### src/rtl/psd_pkg.sv
// Shared constants and types for the pulse swallow divider.
// Assumes: the prescaler base modulus is a power of two matching the swallow width.
package psd_pkg;
    localparam int PSD_A_W   = 6;
    localparam int PSD_N_W   = 12;
    localparam int PSD_PRE_M = 64;
    localparam int PSD_N_MIN = 5;

    // Prescaler modulus selection
    typedef enum logic {
        MOD_BASE = 1'b0,   // divide by M
        MOD_PLUS = 1'b1    // divide by M+1
    } psd_mode_t;
endpackage

### src/rtl/psd_cfg.sv
// Staged ratio register with validation.
// Captures the setting words on load when N >= N_MIN and A < N.
// Otherwise it keeps the old ratio and flags an error.
// Assumes: N_W > A_W.
module psd_cfg #(
    parameter int A_W   = 6,
    parameter int N_W   = 12,
    parameter int N_MIN = 5,
    parameter int RST_A = 0,
    parameter int RST_N = 5
) (
    input  logic           clk,
    input  logic           rst_n,
    input  logic           load,
    input  logic [A_W-1:0] a_in,
    input  logic [N_W-1:0] n_in,
    output logic [A_W-1:0] a_cfg,
    output logic [N_W-1:0] n_cfg,
    output logic           cfg_err
);
    localparam int PAD_W = N_W - A_W;

    logic setting_ok;

    // Decide whether the offered pair forms a legal ratio
    always_comb begin
        setting_ok = (n_in >= N_W'(N_MIN)) && ({{PAD_W{1'b0}}, a_in} < n_in);
    end

    // Update staged ratio and error flag on each load
    always_ff @(posedge clk) begin
        if (!rst_n) begin
            a_cfg   <= A_W'(RST_A);
            n_cfg   <= N_W'(RST_N);
            cfg_err <= 1'b0;
        end else if (load) begin
            cfg_err <= !setting_ok;
            if (setting_ok) begin
                a_cfg <= a_in;
                n_cfg <= n_in;
            end
        end
    end
endmodule

### src/rtl/psd_prescaler.sv
// Synchronous dual-modulus prescaler.
// Counts input clocks and flags the last clock of each period: M clocks in base mode, M+1 in plus mode.
// Assumes: mode is stable for a whole prescaler period.
module psd_prescaler
    import psd_pkg::*;
#(
    parameter int PRE_M = 64
) (
    input  logic      clk,
    input  logic      rst_n,
    input  psd_mode_t mode,
    output logic      pre_tc
);
    localparam int CNT_W = $clog2(PRE_M + 1);

    logic [CNT_W-1:0] cnt;
    logic [CNT_W-1:0] last;

    // Last count value of the current period
    always_comb begin
        last   = (mode == MOD_PLUS) ? CNT_W'(PRE_M) : CNT_W'(PRE_M - 1);
        pre_tc = (cnt == last);
    end

    // Advance the period counter and wrap on terminal count
    always_ff @(posedge clk) begin
        if (!rst_n) begin
            cnt <= '0;
        end else if (pre_tc) begin
            cnt <= '0;
        end else begin
            cnt <= cnt + CNT_W'(1);
        end
    end
endmodule

### src/rtl/psd_counters.sv
// Swallow and programmable counters.
// They count prescaler periods, pick the prescaler modulus, reload from the staged ratio at the end of
// each output cycle and emit the output pulse.
// Assumes: staged ratio satisfies A < N and N >= 1.
module psd_counters
    import psd_pkg::*;
#(
    parameter int A_W   = 6,
    parameter int N_W   = 12,
    parameter int RST_A = 0,
    parameter int RST_N = 5
) (
    input  logic           clk,
    input  logic           rst_n,
    input  logic           pre_tc,
    input  logic [A_W-1:0] a_cfg,
    input  logic [N_W-1:0] n_cfg,
    output psd_mode_t      mode,
    output logic           fp,
    output logic [A_W-1:0] sw_rem,
    output logic [N_W-1:0] pc_rem
);
    logic cycle_end;

    // Select modulus from swallow state and detect the final period
    always_comb begin
        mode      = (sw_rem != '0) ? MOD_PLUS : MOD_BASE;
        cycle_end = pre_tc && (pc_rem == N_W'(1));
    end

    // Count down prescaler periods and reload at the cycle boundary
    always_ff @(posedge clk) begin
        if (!rst_n) begin
            sw_rem <= A_W'(RST_A);
            pc_rem <= N_W'(RST_N);
        end else if (cycle_end) begin
            sw_rem <= a_cfg;
            pc_rem <= n_cfg;
        end else if (pre_tc) begin
            pc_rem <= pc_rem - N_W'(1);
            if (sw_rem != '0) begin
                sw_rem <= sw_rem - A_W'(1);
            end
        end
    end

    // Register the one-clock output pulse
    always_ff @(posedge clk) begin
        if (!rst_n) begin
            fp <= 1'b0;
        end else begin
            fp <= cycle_end;
        end
    end
endmodule

### src/rtl/pulse_swallow_div.sv
// Pulse swallow divider top level.
// Divides clk_in by 64*N + A through a 64/65 prescaler steered by a swallow counter.
// Assumes: a synchronous reset and settings loaded on clock edges.
module pulse_swallow_div
    import psd_pkg::*;
#(
    parameter int A_W   = PSD_A_W,
    parameter int N_W   = PSD_N_W,
    parameter int PRE_M = PSD_PRE_M,
    parameter int N_MIN = PSD_N_MIN,
    parameter int RST_A = 0,
    parameter int RST_N = PSD_N_MIN
) (
    input  logic           clk_in,
    input  logic           rst_n,
    input  logic [A_W-1:0] a_set,
    input  logic [N_W-1:0] n_set,
    input  logic           load,
    output logic           fp,
    output logic           cfg_err
);
    logic [A_W-1:0] a_cfg;
    logic [N_W-1:0] n_cfg;
    logic [A_W-1:0] sw_rem;
    logic [N_W-1:0] pc_rem;
    logic           pre_tc;
    psd_mode_t      mode;

    psd_cfg #(
        .A_W(A_W), .N_W(N_W), .N_MIN(N_MIN), .RST_A(RST_A), .RST_N(RST_N)
    ) u_cfg (
        .clk(clk_in), .rst_n(rst_n), .load(load), .a_in(a_set), .n_in(n_set),
        .a_cfg(a_cfg), .n_cfg(n_cfg), .cfg_err(cfg_err)
    );

    psd_prescaler #(
        .PRE_M(PRE_M)
    ) u_pre (
        .clk(clk_in), .rst_n(rst_n), .mode(mode), .pre_tc(pre_tc)
    );

    psd_counters #(
        .A_W(A_W), .N_W(N_W), .RST_A(RST_A), .RST_N(RST_N)
    ) u_cnt (
        .clk(clk_in), .rst_n(rst_n), .pre_tc(pre_tc), .a_cfg(a_cfg), .n_cfg(n_cfg),
        .mode(mode), .fp(fp), .sw_rem(sw_rem), .pc_rem(pc_rem)
    );
endmodule

### config.mk
export PLATFORM = sky130hd
export DESIGN_NAME = pulse_swallow_div
export DESIGN_NICKNAME = d
export VERILOG_FILES = /design/src/rtl/psd_pkg.sv /design/src/rtl/psd_cfg.sv /design/src/rtl/psd_prescaler.sv /design/src/rtl/psd_counters.sv /design/src/rtl/pulse_swallow_div.sv
export SDC_FILE = /design/constraint.sdc
export NUM_CORES = 1
export LEC_CHECK = 0
export BUFFER_PORTS_ARGS = -buffer_cell sky130_fd_sc_hd__buf_2
export CAP_MARGIN = 15
export CORE_ASPECT_RATIO = 1.4
export CORE_MARGIN = 5
export CORE_UTILIZATION = 59
export DETAILED_ROUTE_END_ITERATION = 10
export PLACE_DENSITY = 0.76
export SLEW_MARGIN = 20
export SYNTH_ARGS = -nofsm -noshare
export SYNTH_HDL_FRONTEND = slang
export SYNTH_SLANG_ARGS = --single-unit
### constraint.sdc
create_clock -name clk_in -period 2.2 [get_ports clk_in]
set_input_delay 0.11 -clock clk_in [delete_from_list [all_inputs] [get_ports clk_in]]
set_output_delay 0.11 -clock clk_in [all_outputs]
set_load 0.03 [all_outputs]
==> flow_summary_export.csv <==
group,metric,value,unit
place,placed_cells_incl_taps,348,
clock_tree,cts_root_buf,"clkbuf_8",
floorplanning,start_util,61.1,%
logic_synthesis,ys_seq_elements,45,
timing,min_period,2.11,ns
worst_hold_path,holdCritStartpoint,"n_set[11]",
place,place_congestion,0.845,
setup_path,ff2ff_path_depth,6,
setup_path,cp_data_required_time,2.38,ns
timing,finalMaxSlewViolations,0,
power,ir_worst_vdd,0.434,mV
setup_path,worstSetupStartpointType,"flip-flop",
finish,final_cells,363,
logic_synthesis,synth_edf_count,0,
detailed_routing,wl,5.23,mm
floorplanning,core,3950,um^2
floorplanning,design.portCount,23,
finish,n_antenna_cell,0,
logic_synthesis,syn_area,2410,um^2
power,power_density,540,nW/um^2
setup_path,cp.arrival,2.30,ns
detailed_routing,drtAntennaViolNets,0,
finish,final_cell_mix,"dfxtp_1, nand2_1, a21oi_1, buf_2",
place,place_area,2610,um^2
timing,max_slew.worst_pin.slew,0.630,ns
grt,antenna_found_initial,0,
detailed_routing,first_pass_iters,4,
run_status,status,"finished, final reports clean",
worst_hold_path,hold_depth,3,
setup_path,ff2ff_setup_slack,0.09,ns
timing,setup-violations-final,0,
logic_synthesis,synth-main-ff-cell,"dfxtp_1",
setup_path,cp_slowest_cell,"or4b_1",
logic_synthesis,synth_cell_type_count,50,
place,hpwlAfterDp,3.83,mm
job,max_cap_violations,0,
grt,grt.total_usage,20.5,%
logic_synthesis,yosysSeqAreaShare,37.3,%
clock_tree,clockBufferDepth,2,
clock_tree,worstSkewPairLatency,0.29,ns
worst_hold_path,whs_endpoint,"u_cfg.n_cfg[11]$_SDFFE_PN0P_",
setup_path,end_kind,"flip-flop",
timing,worst_clock_skew,0.00385,ns
finish,area_growth,14.7,%
finish,fillers,321,
clock_tree,path_clk_slew,0.09,ns
grt,grt_pass1_vias,2069,
setup_path,path_cells,"inv_1, ha_1, or4b_1, or4_1, o21ai_1, a21oi_2",
detailed_routing,wl_per_cell,14.4,um
finish,final_cell_area,2770,um^2
logic_synthesis,async_flop_share,0,%
detailed_routing,drcViolationCount,0,
finish,drive_gt1_share,19.1,%
logic_synthesis,ys_warn_count,0,
setup_path,cp_num_buf_inv,1,
power,p_leak,0.00112,uW
setup_path,slowest_delay,0.62,ns
setup_path,rr_endpoint,"u_cnt.pc_rem[8]$_SDFFE_PN0P_",
clock_tree,cts_tree,"built",
detailed_routing,vias,2173,
setup_path,critPathMaxFanout,7,
grt,grt_pass1_wl,9.20,mm
logic_synthesis,synthesis.nets,316,
floorplanning,die_x,64.1,um
setup_path,path_class,"flip-flop to flip-flop",
timing,fmax,474,MHz
worst_hold_path,hold_path_class,"primary input to flip-flop",
finish,final_common_cell,"dfxtp_1",
clock_tree,htree_num_levels,2,
timing,rsz0062_at_grt,"false",
place,port_buffers,22,
timing,finalHoldViolCount,0,
floorplanning,row_count,27,
finish,final_nets,349,
floorplanning,die_h,85.7,um
floorplanning,die_area,5490,um^2
grt,grt_max_degree,38,
timing,slew_headroom,58.0,%
clock_tree,ctsHoldBuffers,0,
detailed_routing,avgViaCountPerCell,5.99,
setup_path,r2r-start,"u_cnt.pc_rem[0]$_SDFFE_PN1P_",
logic_synthesis,syn_inst,286,
timing,setup-tns-final,0,ns
setup_path,cpLargestDelayFamily,"simple AND/OR/NAND/NOR gates",
grt,grt_overflow_total,0,
clock_tree,cts_sinks,45,
detailed_routing,drt_iter0_drc,77,
logic_synthesis,avgSynthCellArea,8.44,um^2
timing,fin_crit_sh,96.0,%
clock_tree,numCtsBuffers,5,
finish,post-route-util,70.1,%
-- metrics by stage --
step	power [uW]	worst slack, ns	hold slack [ns]
4_1_cts	1510	0.0269	0.0404
3_3_place_gp	1000	-0.192	0.355
5_1_grt	1570	0.00373	0.0540
6_report	1500	0.0882	0.0462
3_5_place_dp	1010	-0.251	0.354
2_1_floorplan	958	0.321	0.247
-- cells in the mapped netlist (6+ instances only) --
library cell / number / share of area [%]
ha_1: 9 / 4.7
o21ai_1: 11 / 2.3
nand3_1: 15 / 3.1
mux2i_1: 14 / 5.8
nor2_1: 15 / 2.3
inv_1: 17 / 2.6
nand2_1: 35 / 5.4
dfxtp_1: 45 / 37
a21oi_1: 22 / 4.6
clkbuf_1: 10 / 1.6
o21ai_0: 6 / 1.2
o31ai_1: 8 / 2.5
nor3_1: 6 / 1.2
o211ai_1: 7 / 2.2
-- per-layer routing --
| metal | share of wire (%) | GRT usage (%) | vias up |
|---|---|---|---|
| met5 | 0 | 0 | - |
| met4 | 1.4 | 6.24 | 0 |
| met3 | 5.9 | 4.59 | 8 |
| met2 | 52 | 37.3 | 69 |
| met1 | 41 | 23.1 | 992 |
| li1 | - | - | 1104 |
-- final cells by class --
| cell class | instances | area, um^2 | share of cell area [%] |
|---|---|---|---|
| Timing Repair Buffer | 41 | 269 | 9.71 |
| Inverter | 17 | 63.8 | 2.30 |
| Multi-Input combinational cell | 209 | 1390 | 50.2 |
| Clock buffer | 5 | 68.8 | 2.48 |
| Sequential cell | 45 | 901 | 32.5 |
| Tap cell | 43 | 53.8 | 1.94 |
| Clock inverter | 3 | 22.5 | 0.813 |
-- flip-flops by register name, indices dropped and copies added (netlist names) --
register	cells
u_cfg.a_cfg	6
u_cfg.cfg_err	1
u_cfg.n_cfg	12
u_cnt.fp	1
u_cnt.pc_rem	12
u_cnt.sw_rem	6
u_pre.cnt	7
-- tightest hold or removal path, delay by kind of cell --
| family | cells | cell delay, ns |
|---|---|---|
| buffers and inverters | 1 | 0.09 |
| AND/OR/NAND/NOR | 1 | 0.05 |
| AO/OA/AOI/OAI | 1 | 0.06 |
-- power breakdown --
group          internal (uW)  switching, uW  total, uW
Clock                    223            287        509
Combinational           56.3           71.5        128
Sequential               839           20.4        860
Total                   1120            379       1500
-- logic make-up (layout without fill, tap and decap cells) --
group	Yosys count	count (layout)	share of synthesized area [%]
and+or+nand+nor	104	104	23.4
AOI/OAI and AO/OA	77	77	21.3
DFF	45	45	37.3
buffers and inverters	32	66	5.75
muxes	14	14	5.80
adders and majority gates	9	9	4.66
xor gates and xnor gates	5	5	1.81
-- worst max path at each step --
stage                                             from                      endpoint  slack, ns  depth (start not counted)
after floorplan           u_cnt.pc_rem[0]$_SDFFE_PN1P_  u_cnt.pc_rem[8]$_SDFFE_PN0P_       0.32                          7
after global placement    u_cnt.sw_rem[0]$_SDFFE_PN0P_  u_cnt.sw_rem[3]$_SDFFE_PN0P_      -0.19                          7
after detailed placement  u_cnt.sw_rem[0]$_SDFFE_PN0P_  u_cnt.sw_rem[5]$_SDFFE_PN0P_      -0.25                          7
after CTS                 u_cnt.sw_rem[0]$_SDFFE_PN0P_  u_cnt.sw_rem[1]$_SDFFE_PN0P_       0.03                          9
after global routing      u_cnt.sw_rem[0]$_SDFFE_PN0P_  u_cnt.sw_rem[5]$_SDFFE_PN0P_      0.004                          9
final                     u_cnt.pc_rem[0]$_SDFFE_PN1P_  u_cnt.pc_rem[8]$_SDFFE_PN0P_       0.09                          6
-- repair_timing --
item,CTS,global route
setup endpoints to repair,16,15
resized for setup,1,2
pin swaps,0,2
setup buffers,0,7
Power figures use the tool's default switching activity.
